===== config.mk =====
export PLATFORM = sky130hd
export DESIGN_NAME = tiled_psum_acc
export DESIGN_NICKNAME = d
export VERILOG_FILES = /design/src/rtl/tiled_psum_pkg.sv /design/src/rtl/lane_summer.sv /design/src/rtl/tile_sequencer.sv /design/src/rtl/tiled_psum_acc.sv
export SDC_FILE = /design/constraint.sdc
export NUM_CORES = 1
export LEC_CHECK = 0
export BUFFER_PORTS_ARGS = -buffer_cell sky130_fd_sc_hd__buf_2
export CAP_MARGIN = 10
export CORE_UTILIZATION = 45
export CTS_BUF_LIST = sky130_fd_sc_hd__clkbuf_8
export DETAILED_ROUTE_END_ITERATION = 16
export PLACE_DENSITY_LB_ADDON = 0.1
export SYNTH_ARGS = -nofsm -noshare
export SYNTH_HDL_FRONTEND = slang
export SYNTH_SLANG_ARGS = --single-unit

===== constraint.sdc =====
create_clock -name clk -period 16 [get_ports clk]
set_input_delay 1.6 -clock clk [delete_from_list [all_inputs] [get_ports clk]]
set_output_delay 1.6 -clock clk [all_outputs]
set_load 0.02 [all_outputs]

===== src/rtl/tiled_psum_pkg.sv =====
package tiled_psum_pkg;
  // legality of an inner dimension for a given lane count and capacity
  function automatic logic order_legal(input int unsigned n, input int unsigned lanes,
                                       input int unsigned max_n);
    return (n != 0) && ((n % lanes) == 0) && (n <= max_n);
  endfunction

  // number of lane groups for a legal order
  function automatic int unsigned group_count(input int unsigned n, input int unsigned lanes);
    return n / lanes;
  endfunction
endpackage


===== src/rtl/lane_summer.sv =====
module lane_summer #(
  parameter int LANES  = 4,
  parameter int DATA_W = 32,
  parameter int SUM_W  = 38
) (
  input  logic [LANES*DATA_W-1:0] prods,
  output logic [SUM_W-1:0]        sum
);
  // one combinational block adds every lane at once
  always_comb begin
    sum = '0;
    for (int i = 0; i < LANES; i++) begin
      sum = sum + SUM_W'(prods[i*DATA_W +: DATA_W]);
    end
  end
endmodule


===== src/rtl/tile_sequencer.sv =====
module tile_sequencer
  import tiled_psum_pkg::*;
#(
  parameter int LANES = 4,
  parameter int MAX_N = 64,
  parameter int NW    = 7,
  parameter int CW    = 5
) (
  input  logic          clk,
  input  logic          rst_n,
  input  logic          start_i,
  input  logic [NW-1:0] order_i,
  output logic          load_en,
  output logic          fb_en,
  output logic          out_en,
  output logic          err_o
);
  logic          busy;
  logic          first;
  logic [CW-1:0] cnt;
  logic          accept;
  logic          legal;

  assign legal   = order_legal(32'(order_i), LANES, MAX_N);
  assign out_en  = busy && (cnt == '0);
  assign load_en = busy && first;
  assign fb_en   = busy && !first && (cnt != '0);
  assign accept  = start_i && (!busy || out_en);

  always_ff @(posedge clk) begin
    if (!rst_n) begin
      busy  <= 1'b0;
      first <= 1'b0;
      cnt   <= '0;
      err_o <= 1'b0;
    end else if (accept) begin
      err_o <= !legal;
      busy  <= legal;
      first <= legal;
      cnt   <= legal ? CW'(group_count(32'(order_i), LANES)) : '0;
    end else if (busy) begin
      first <= 1'b0;
      if (cnt != '0) cnt <= cnt - 1'b1;
      else           busy <= 1'b0;
    end
  end

  // countdown steps by one per cycle while groups remain
  a_r4_count_steps: assert property (@(posedge clk) disable iff (!rst_n)
    (busy && cnt != '0) |=> (cnt == $past(cnt) - 1'b1));
  // a start taken in the output cycle leads to a fresh load, no feedback
  a_r3_fresh_after_out: assert property (@(posedge clk) disable iff (!rst_n)
    (out_en && start_i && legal) |=> (load_en && !fb_en));
  // an illegal start flags an error and starts nothing
  a_r7_err_on_bad: assert property (@(posedge clk) disable iff (!rst_n)
    (start_i && !busy && !legal) |=> (err_o && !busy));
  // a start mid-element does not disturb the running element
  a_r9_busy_holds: assert property (@(posedge clk) disable iff (!rst_n)
    (busy && !out_en) |=> busy);
endmodule


===== src/rtl/tiled_psum_acc.sv =====
module tiled_psum_acc #(
  parameter int LANES  = 4,
  parameter int DATA_W = 32,
  parameter int MAX_N  = 64,
  localparam int NW    = $clog2(MAX_N) + 1,
  localparam int ACC_W = DATA_W + $clog2(MAX_N),
  localparam int CW    = $clog2(MAX_N / LANES + 1)
) (
  input  logic                    clk,
  input  logic                    rst_n,
  input  logic                    start_i,
  input  logic [NW-1:0]           order_i,
  input  logic [LANES*DATA_W-1:0] prod_i,
  output logic [ACC_W-1:0]        result_o,
  output logic                    valid_o,
  output logic                    err_o
);
  logic             load_en;
  logic             fb_en;
  logic             out_en;
  logic [ACC_W-1:0] group_sum;
  logic [ACC_W-1:0] acc_q;

  lane_summer #(.LANES(LANES), .DATA_W(DATA_W), .SUM_W(ACC_W)) summer_i (
    .prods(prod_i),
    .sum  (group_sum)
  );

  tile_sequencer #(.LANES(LANES), .MAX_N(MAX_N), .NW(NW), .CW(CW)) seq_i (
    .clk    (clk),
    .rst_n  (rst_n),
    .start_i(start_i),
    .order_i(order_i),
    .load_en(load_en),
    .fb_en  (fb_en),
    .out_en (out_en),
    .err_o  (err_o)
  );

  always_ff @(posedge clk) begin
    if (!rst_n)       acc_q <= '0;
    else if (load_en) acc_q <= group_sum;
    else if (fb_en)   acc_q <= acc_q + group_sum;
  end

  assign valid_o  = out_en;
  assign result_o = out_en ? acc_q : '0;

  // feedback never wraps the accumulator
  a_r8_no_overflow: assert property (@(posedge clk) disable iff (!rst_n)
    fb_en |=> (acc_q >= $past(acc_q)));
  // valid is a single-cycle pulse
  a_r5_single_pulse: assert property (@(posedge clk) disable iff (!rst_n)
    valid_o |=> !valid_o);
  // output path closed outside the output cycle
  a_r6_quiet_result: assert property (@(posedge clk) disable iff (!rst_n)
    !valid_o |-> (result_o == '0));
endmodule


==> metrics.md, run 1 <==
| Metric | Value |
|---|---|
| Max-Cap Viols | 0 |
| Final Power | 1.095 mW |
| Area share of the largest cell type after synthesis | 15.35% |
| Diodes inserted | 0 |
| Synth Cell Area | 8561 um2 |
| Number of synthesized register bits | 46 |
| Crit path from | prod_i[0] |
| Drt pass-1 iters | 5 |
| Die area | 19580 um2 |
| Vias in the first global route | 7846 |
| Final min period | 8.303 ns |
| P per Cell Area | 113.6 nW/um2 |
| First-pass GRT wire length | 37430 um |
| Cell mode on critical path | a21o_1 |
| CP peak stage delay | 0.49 ns |
| GRT Residual Overflow | 0 |
| FILL cells | 1913 |
| Tightest Pin Transition | 1.052 ns |
| Max-slew violation count | 0 |
| Cell depth of the worst hold path | 2 |
| Syn nets | 1417 |
| Sequential area share after synthesis | 10.76% |
| Die Wd | 139.9 um |
| Worst skew pair latency | 0.32 ns |
| Fin crit share | 51.90% |
| Yosys warnings | 0 |
| Synth Area per Inst | 7.516 um2 |
| Drt total wl | 22350 um |
| Multi-input combinational cell area | 6844 um2 |
| Skew final | 0.008134 ns |
| H-tree depth | 2 |
| CTS tree | done |
| DRC violations left | 0 |
| Distinct cells, synth | 75 |
| Ys async rst share | 0% |
| Maximum VDD drop | 0.03993 mV |
| Setup TNS | 0 ns |
| Longest Clk Path Bufs | 2 |
| Number of buffers added on ports | 177 |
| Die H | 139.9 um |
| Crit. End Element | register |
| Crit path required time | 16.22 ns |
| Status | complete, no violations |
| Max Clk Rate | 0.1204 GHz |
| I/O pin cnt | 178 |
| Relative max-transition margin | 29.45% |
| Non-Filler Instances | 1520 |
| Drt wl/cell | 14.71 um |
| Share of cells above drive strength 1 | 17.19% |
| Register area | 920.9 um2 |
| Nets | 1563 |
| RD Place Congestion | 0.9223 |
| DP Cell Count | 1512 |
| Hold_buf cts | 0 |
| Kind of critical path | input pin to register |
| Reg2reg path depth | 12 |
| Arrival @ worst endpoint | 8.52 ns |
| Worst hold path class | register to register |
| Core Rows | 50 |
| Worst setup SP type | input pin |
| Layout area overhead | 12.63% |
| Final ANT Viol Nets | 0 |
| Cells after synthesis | 1139 |
| Clk sinks | 46 |
| Via count | 8338 |
| Most frequent cell after synthesis | inv_1 |
| LEAKAGE | 5.180 nW |
| Largest net degree at the start of global routing | 45 |
| Setup Fix Bufs, Post-CTS | 0 |
| Worst r2r src | seq_i.cnt[0]$_SDFFE_PN0P_ |
| Worst hold start | seq_i.cnt[4]$_SDFFE_PN0P_ |
| Hold Vio Cnt, Final | 0 |
| Initial antenna violation count | 0 |
| CTS Buf Count | 5 |
| RSZ-0062 raised after global routing | no |
| Vias per cell | 5.486 |
| Top cell type by total area after synthesis | ha_1 |
| CP Max Fanout | 7 |
| Post-detail-place hpwl | 18190 um |
| Starting DRC count in detailed routing | 402 |
| Predominant post-synthesis flop cell | dfxtp_1 |
| Tot GR Track Use | 22.83% |
| Core region area | 18710 um2 |
| Final Setup Violations | 0 |
| CP max stage cell | fa_1 |
| Initial Utilization | 45.77% |
| Top cells by area, synth | ha_1 15%, dfxtp_1 11%, fa_1 8.2% |
| Number of synthesized flops with an enable pin | 0 |
| Post-cts gate resize count | 0 |
| Root Buffer | clkbuf_8 |
| Top post-synthesis cells by count | 150 x inv_1, 123 x a21oi_1, 105 x ha_1, 65 x nand2_1, 58 x nor2_1 |
| Clock slew at reported path FFs | 0.10 ns |
[power by group]
| part | switching (mW) | internal (mW) |
|---|---|---|
| Sequential | 0.00229 | 0.117 |
| Combinational | 0.540 | 0.359 |
| Clock | 0.0465 | 0.0308 |
[per-stage QoR]
stage,util (%),area [um2],hold WS [ns],worst slack (ns)
floorplan,-,8561,0.4529,8.245
global placement,51.06,9552,0.4828,7.548
detailed placement,51.06,9552,0.4898,7.386
CTS,51.55,9642,0.5032,7.683
global route,51.55,9642,0.5227,7.057
finish,51.55,9642,0.5032,7.697
[metal layers]
metal / vias to the layer above / share of wire [%] / track usage [%]
li1: 4350 / - / -
met1: 3780 / 52 / 33.34
met2: 190 / 43 / 36.79
met3: 18 / 4.1 / 1.778
met4: 0 / 1.1 / 4.280
met5: - / 0 / 0
[layout make-up]
cell class	count	share of cell area, %
Clock buffer	5	0.7137
Tap cell	234	3.037
Sequential cell	46	9.551
Inverter	150	5.840
Multi-Input combinational cell	899	70.98
Timing Repair Buffer	183	9.655
Clock inverter	3	0.2206
[state kept, by name, summed over array words and instances, names as in the netlist]
signal and cells:
acc_q 38, seq_i.busy 1, seq_i.err_o 1, seq_i.cnt 5, seq_i.first 1
[worst max-delay path: cells and delay by family]
family,cells,cell delay [ns]
simple gates,7,0.90
buf+inv,3,0.22
fa+ha+maj,5,1.66
xor+xnor,2,0.35
compound gates,18,3.79
[kinds of logic (layout without fill, tap and decap cells)]
kind of cell / Yosys count / count (layout) / share of synthesized area (%)
AND/OR/NAND/NOR: 309 / 309 / 18.85
adder cells (fa/ha/maj): 140 / 140 / 23.53
buffers and inverters: 194 / 341 / 9.383
AO/OA/AOI/OAI: 360 / 360 / 28.21
multiplexers: 4 / 4 / 0.4677
XOR/XNOR: 86 / 86 / 8.799
flip-flops: 46 / 46 / 10.76
[worst paths after layout]
kind | end | slack (ns)
setup reg to reg | seq_i.cnt[3]$_SDFFE_PN0P_ | 12.30
hold reg to reg | seq_i.cnt[4]$_SDFFE_PN0P_ | 0.50
hold / removal | seq_i.cnt[4]$_SDFFE_PN0P_ | 0.50
setup / recovery | acc_q[32]$_SDFFE_PN0P_ | 7.70
[placed cells by master, fill, tap and decap left out, types with 6 or more instances in the layout]
cell and instances:
o21bai_1 14, xnor2_1 48, o221ai_1 14, buf_4 6, buf_2 177, nor2b_1 10
o21a_1 11, o211a_1 10, nor2_1 57, ha_1 105, or3_1 9, a21o_1 46
nand2_1 65, a21oi_1 123, o21ai_0 45, xor2_1 38, and4_1 6, dfxtp_1 46
a211oi_1 14, inv_1 150, a31oi_1 15, and2_1 7, nand3_1 31, o211ai_1 12
and3_1 53, nor4_1 6, nor3_1 23, nand2b_1 12, nand4_1 11, fa_1 35
Note: power is estimated with default switching activity, not from simulation.
==> run 2: changes to the inputs <==
--- a/config.mk
+++ b/config.mk
@@ -5,6 +5,7 @@
 export SDC_FILE = /design/constraint.sdc
 export NUM_CORES = 1
 export LEC_CHECK = 0
+export ABC_AREA = 1
 export BUFFER_PORTS_ARGS = -buffer_cell sky130_fd_sc_hd__buf_2
 export CAP_MARGIN = 10
 export CORE_UTILIZATION = 45
==> constraint.sdc (replaced) <==
create_clock -name clk -period 8.4 [get_ports clk]
set_input_delay 0.84 -clock clk [delete_from_list [all_inputs] [get_ports clk]]
set_output_delay 0.84 -clock clk [all_outputs]
set_load 0.02 [all_outputs]
==> run 2 against run 1 <==
Non-clock buffer count decreased by 4. Die area increased by 20%. Total power increased by 110%. Clock-buffer cell count unchanged. Worst setup slack got worse by 5.3 ns. Combinational power increased by 120%. Worst hold slack improved by 0.0074 ns. Highest routed layer unchanged.
==> metrics.md, run 2 <==
| Metric | Value |
|---|---|
| Reg2reg path depth | 13 (was 12) |
| Predominant post-synthesis flop cell | dfxtp_1 (unchanged) |
| XOR/XNOR Fraction of Synth Area | 4.414% (was 8.799%) |
| Clock slew at reported path FFs | 0.11 ns (was 0.10 ns) |
| Clk sinks | 46 (unchanged) |
| Final Setup Violations | 0 (unchanged) |
| Sequential area share after synthesis | 8.949% (was 10.76%) |
| Compound-Gate Fraction of Synth Area | 14.55% (was 28.21%) |
| Max-Cap Viols | 0 (unchanged) |
| Vias per cell | 5.015 (was 5.486) |
| Worst Hold End | acc_q[2]$_SDFFE_PN0P_ (was seq_i.cnt[4]$_SDFFE_PN0P_) |
| Drt pass-1 iters | 7 (was 5) |
| Distinct cells, synth | 46 (was 75) |
| Tightest Pin Transition | 0.9067 ns (was 1.052 ns) |
| Syn nets | 2117 (was 1417) |
| Net Switching | 1.401 mW (was 588.8 uW) |
| Area share of the largest cell type after synthesis | 18.06% (was 15.35%) |
| Worst hold path class | register to register (unchanged) |
| Portion of total power attributed to sequential cells | 9.7% (was 10.9%) |
| Skew final | 0.01504 ns (was 0.008134 ns) |
| Core Rows | 54 (was 50) |
| Post-detail-place hpwl | 28250 um (was 18190 um) |
| Initial antenna violation count | 0 (unchanged) |
| Clk pwr share | 6.8% (was 7.1%) |
| Synth Cell Area | 10290 um2 (was 8561 um2) |
| Top reg by flops | acc_q (unchanged) |
| Cells after synthesis | 1839 (was 1139) |
| Final ANT Viol Nets | 0 (unchanged) |
| Max Clk Rate | 0.1677 GHz |
| Initial Utilization | 46.57% (was 45.77%) |
| Post-route setup slack | 2.437 ns (was 7.697 ns) |
| Status | complete, no violations (unchanged) |
| Hold Vio Cnt, Final | 0 (unchanged) |
| Ys async rst share | 0% (unchanged) |
| Commonest non-fill, non-tap cell in the layout | nand2_1 (was buf_2) |
| Number of buffers added on ports | 177 (unchanged) |
| Layout area overhead | 12.31% (was 12.63%) |
| Worst hold start | acc_q[2]$_SDFFE_PN0P_ (was seq_i.cnt[4]$_SDFFE_PN0P_) |
| Yosys warnings | 0 (unchanged) |
| Largest net degree at the start of global routing | 43 (was 45) |
| Sw Share | 60.24% (was 53.75%) |
| RSZ-0062 raised after global routing | no (unchanged) |
| Internal | 924.5 uW (was 506.6 uW) |
| Area share of fa/ha/maj cells after synthesis | 19.58% (was 23.53%) |
| Relative max-transition margin | 39.49% (was 29.45%) |
| CTS tree | done (unchanged) |
| Core region area | 22090 um2 (was 18710 um2) |
| Longest Clk Path Bufs | 2 (unchanged) |
| Mux contribution to synthesized area | 0% (was 0.4677%) |
| LEAKAGE | 6.752 nW (was 5.180 nW) |
| Crit. End Element | register (unchanged) |
| Nets | 2287 (was 1563) |
| I/O pin cnt | 178 (unchanged) |
| Arrival @ worst endpoint | 6.19 ns (was 8.52 ns) |
| Setup Fix Bufs, Post-CTS | 0 (unchanged) |
| Synth Area per Inst | 5.595 um2 (was 7.516 um2) |
| DRC violations left | 0 (unchanged) |
| Worst setup SP type | input pin (unchanged) |
| Diodes inserted | 0 (unchanged) |
| Share of cells above drive strength 1 | 10.70% (was 17.19%) |
| Max reg flops | 38 (unchanged) |
| RD Place Congestion | 0.9934 (was 0.9223) |
| Dpl ws | 2.214 ns (was 7.386 ns) |
| Vias in the first global route | 10890 (was 7846) |
| Hold slack final | 0.5106 ns (was 0.5032 ns) |
| Number of synthesized flops with an enable pin | 0 (unchanged) |
| Final Power | 2.325 mW (was 1.095 mW) |
| Cell mode on critical path | nand2_1 (was a21o_1) |
| Top cells by area, synth | nand2_1 18%, inv_1 15%, ha_1 13% (was ha_1 15%, dfxtp_1 11%, fa_1 8.2%) |
| CTS Buf Count | 5 (unchanged) |
| Worst skew pair latency | 0.33 ns (was 0.32 ns) |
| Most frequent cell after synthesis | nand2_1 (was inv_1) |
| Top cell type by total area after synthesis | nand2_1 (was ha_1) |
| Share of total power in combinational logic | 83.6% (was 82.1%) |
| Starting DRC count in detailed routing | 618 (was 402) |
| CP max stage cell | fa_1 (unchanged) |
| Number of synthesized register bits | 46 (unchanged) |
| R2r setup slk | 6.11 ns (was 12.30 ns) |
| Drt total wl | 33090 um (was 22350 um) |
| Worst r2r src | acc_q[0]$_SDFFE_PN0P_ (was seq_i.cnt[0]$_SDFFE_PN0P_) |
| First-pass GRT wire length | 52850 um (was 37430 um) |
| Root Buffer | clkbuf_8 (unchanged) |
| Maximum VDD drop | 0.07676 mV (was 0.03993 mV) |
| GRT Residual Overflow | 0 (unchanged) |
| CP peak stage delay | 0.48 ns (was 0.49 ns) |
| Largest family of logic cells by synthesized area | simple AND/OR/NAND/NOR gates (was compound AO/OA/AOI/OAI gates) |
| Commonest non-fill, non-tap cells in the layout | 495 x nand2_1, 413 x inv_1, 221 x nor2_1 (was 177 x buf_2, 150 x inv_1, 123 x a21oi_1) |
| Kind of critical path | input pin to register (unchanged) |
| Die H | 153.2 um (was 139.9 um) |
| Reg2Reg Capture Point | acc_q[28]$_SDFFE_PN0P_ (was seq_i.cnt[3]$_SDFFE_PN0P_) |
| H-tree depth | 2 (unchanged) |
| Largest regs | acc_q (38), seq_i.cnt (5) (unchanged) |
| P per Cell Area | 201.2 nW/um2 (was 113.6 nW/um2) |
| Final min period | 5.963 ns |
| Via count | 11480 (was 8338) |
| Die area | 23470 um2 (was 19580 um2) |
| Hold_buf cts | 0 (unchanged) |
| Drt wl/cell | 14.45 um (was 14.71 um) |
| Simple-gate portion of the synthesized area | 36.20% (was 18.85%) |
| Top post-synthesis cells by count | 495 x nand2_1, 413 x inv_1, 221 x nor2_1, 137 x a21oi_1, 108 x nand3_1 (was 150 x inv_1, 123 x a21oi_1, 105 x ha_1, 65 x nand2_1, 58 x nor2_1) |
| Post-cts gate resize count | 0 (unchanged) |
| Tot GR Track Use | 28.11% (was 22.83%) |
| FILL cells | 2464 (was 1913) |
| Fin util | 52.30% (was 51.55%) |
| Crit path required time | 8.63 ns (was 16.22 ns) |
| Cell depth of the worst hold path | 2 (unchanged) |
| Die Wd | 153.2 um (was 139.9 um) |
| CP Max Fanout | 5 (was 7) |
| Setup TNS | 0 ns (unchanged) |
| Fin crit share | 70.98% |
| Max-slew violation count | 0 (unchanged) |
run 2: cell types whose count changed after synthesis, moves of 14 or more:
| cell | change |
|---|---|
| a21o_1 | -39 |
| a21oi_1 | +14 |
| and3_1 | -53 |
| clkbuf_1 | -21 |
| inv_1 | +263 |
| nand2_1 | +430 |
| nand3_1 | +77 |
| nor2_1 | +163 |
| o21ai_0 | +24 |
| o221ai_1 | -14 |
| xnor2_1 | -23 |
run 2: metrics by stage:
step / instances / area (um2)
floorplan: 1839 / 10290
global placement: 2281 / 11430
detailed placement: 2281 / 11430
CTS: 2289 / 11530
global route: 2290 / 11560
finish: 2290 / 11560
run 2: power by group through the flow:
stage	combinational, mW	clock, mW	sequential (mW)
finish	1.94	0.158	0.225
global route	2.21	0.171	0.225
CTS	1.93	0.162	0.225
detailed placement	1.92	0	0.230
global placement	1.91	0	0.230
floorplan	1.44	0	0.229
run 2: worst max path at each step:
stage,cells past startpoint,start,slack [ns],end
after floorplan,31,prod_i[0],3.31,acc_q[36]$_SDFFE_PN0P_
after CTS,31,prod_i[0],2.55,acc_q[35]$_SDFFE_PN0P_
after global routing,35,prod_i[0],2.08,acc_q[32]$_SDFFE_PN0P_
final,31,prod_i[0],2.44,acc_q[35]$_SDFFE_PN0P_
after detailed placement,31,prod_i[0],2.21,acc_q[35]$_SDFFE_PN0P_
after global placement,28,prod_i[8],2.20,acc_q[35]$_SDFFE_PN0P_
run 2: worst max-delay path: cells and delay by family:
family | cells | cell delay, ns
adder cells (fa/ha/maj) | 5 | 1.80
AND/OR/NAND/NOR | 13 | 1.41
buffers and inverters | 4 | 0.24
XOR/XNOR | 1 | 0.07
AO/OA/AOI/OAI | 8 | 1.80
run 2: layer usage:
| metal | global-route usage [%] | part of all wire [%] | wire length (um) | up-vias |
|---|---|---|---|---|
| met5 | 0 | 0 | 0 | - |
| met4 | 13.71 | 4.6 | 1520 | 0 |
| met3 | 1.276 | 4.3 | 1431 | 77 |
| met2 | 49.23 | 46 | 15360 | 367 |
| met1 | 35.25 | 45 | 14780 | 4994 |
| li1 | - | - | - | 6046 |
run 2: kinds of logic (layout without fill, tap and decap cells):
kind of cell,count (synthesis),count (layout)
compound gates,271,271
xor+xnor,51,51
fa+ha+maj,140,140
buf+inv,434,605
flops,46,46
simple gates,897,897
run 2: layout make-up:
type / instances / area, um2 / share of cell area, %
timing repair buffer: 179 / 920.9 / 7.969
sequential: 46 / 920.9 / 7.969
clock buffer: 5 / 68.82 / 0.5955
tap: 280 / 350.3 / 3.032
clock inverter: 3 / 25.02 / 0.2165
multi-input combinational: 1359 / 7691 / 66.55
inverter: 418 / 1579 / 13.66
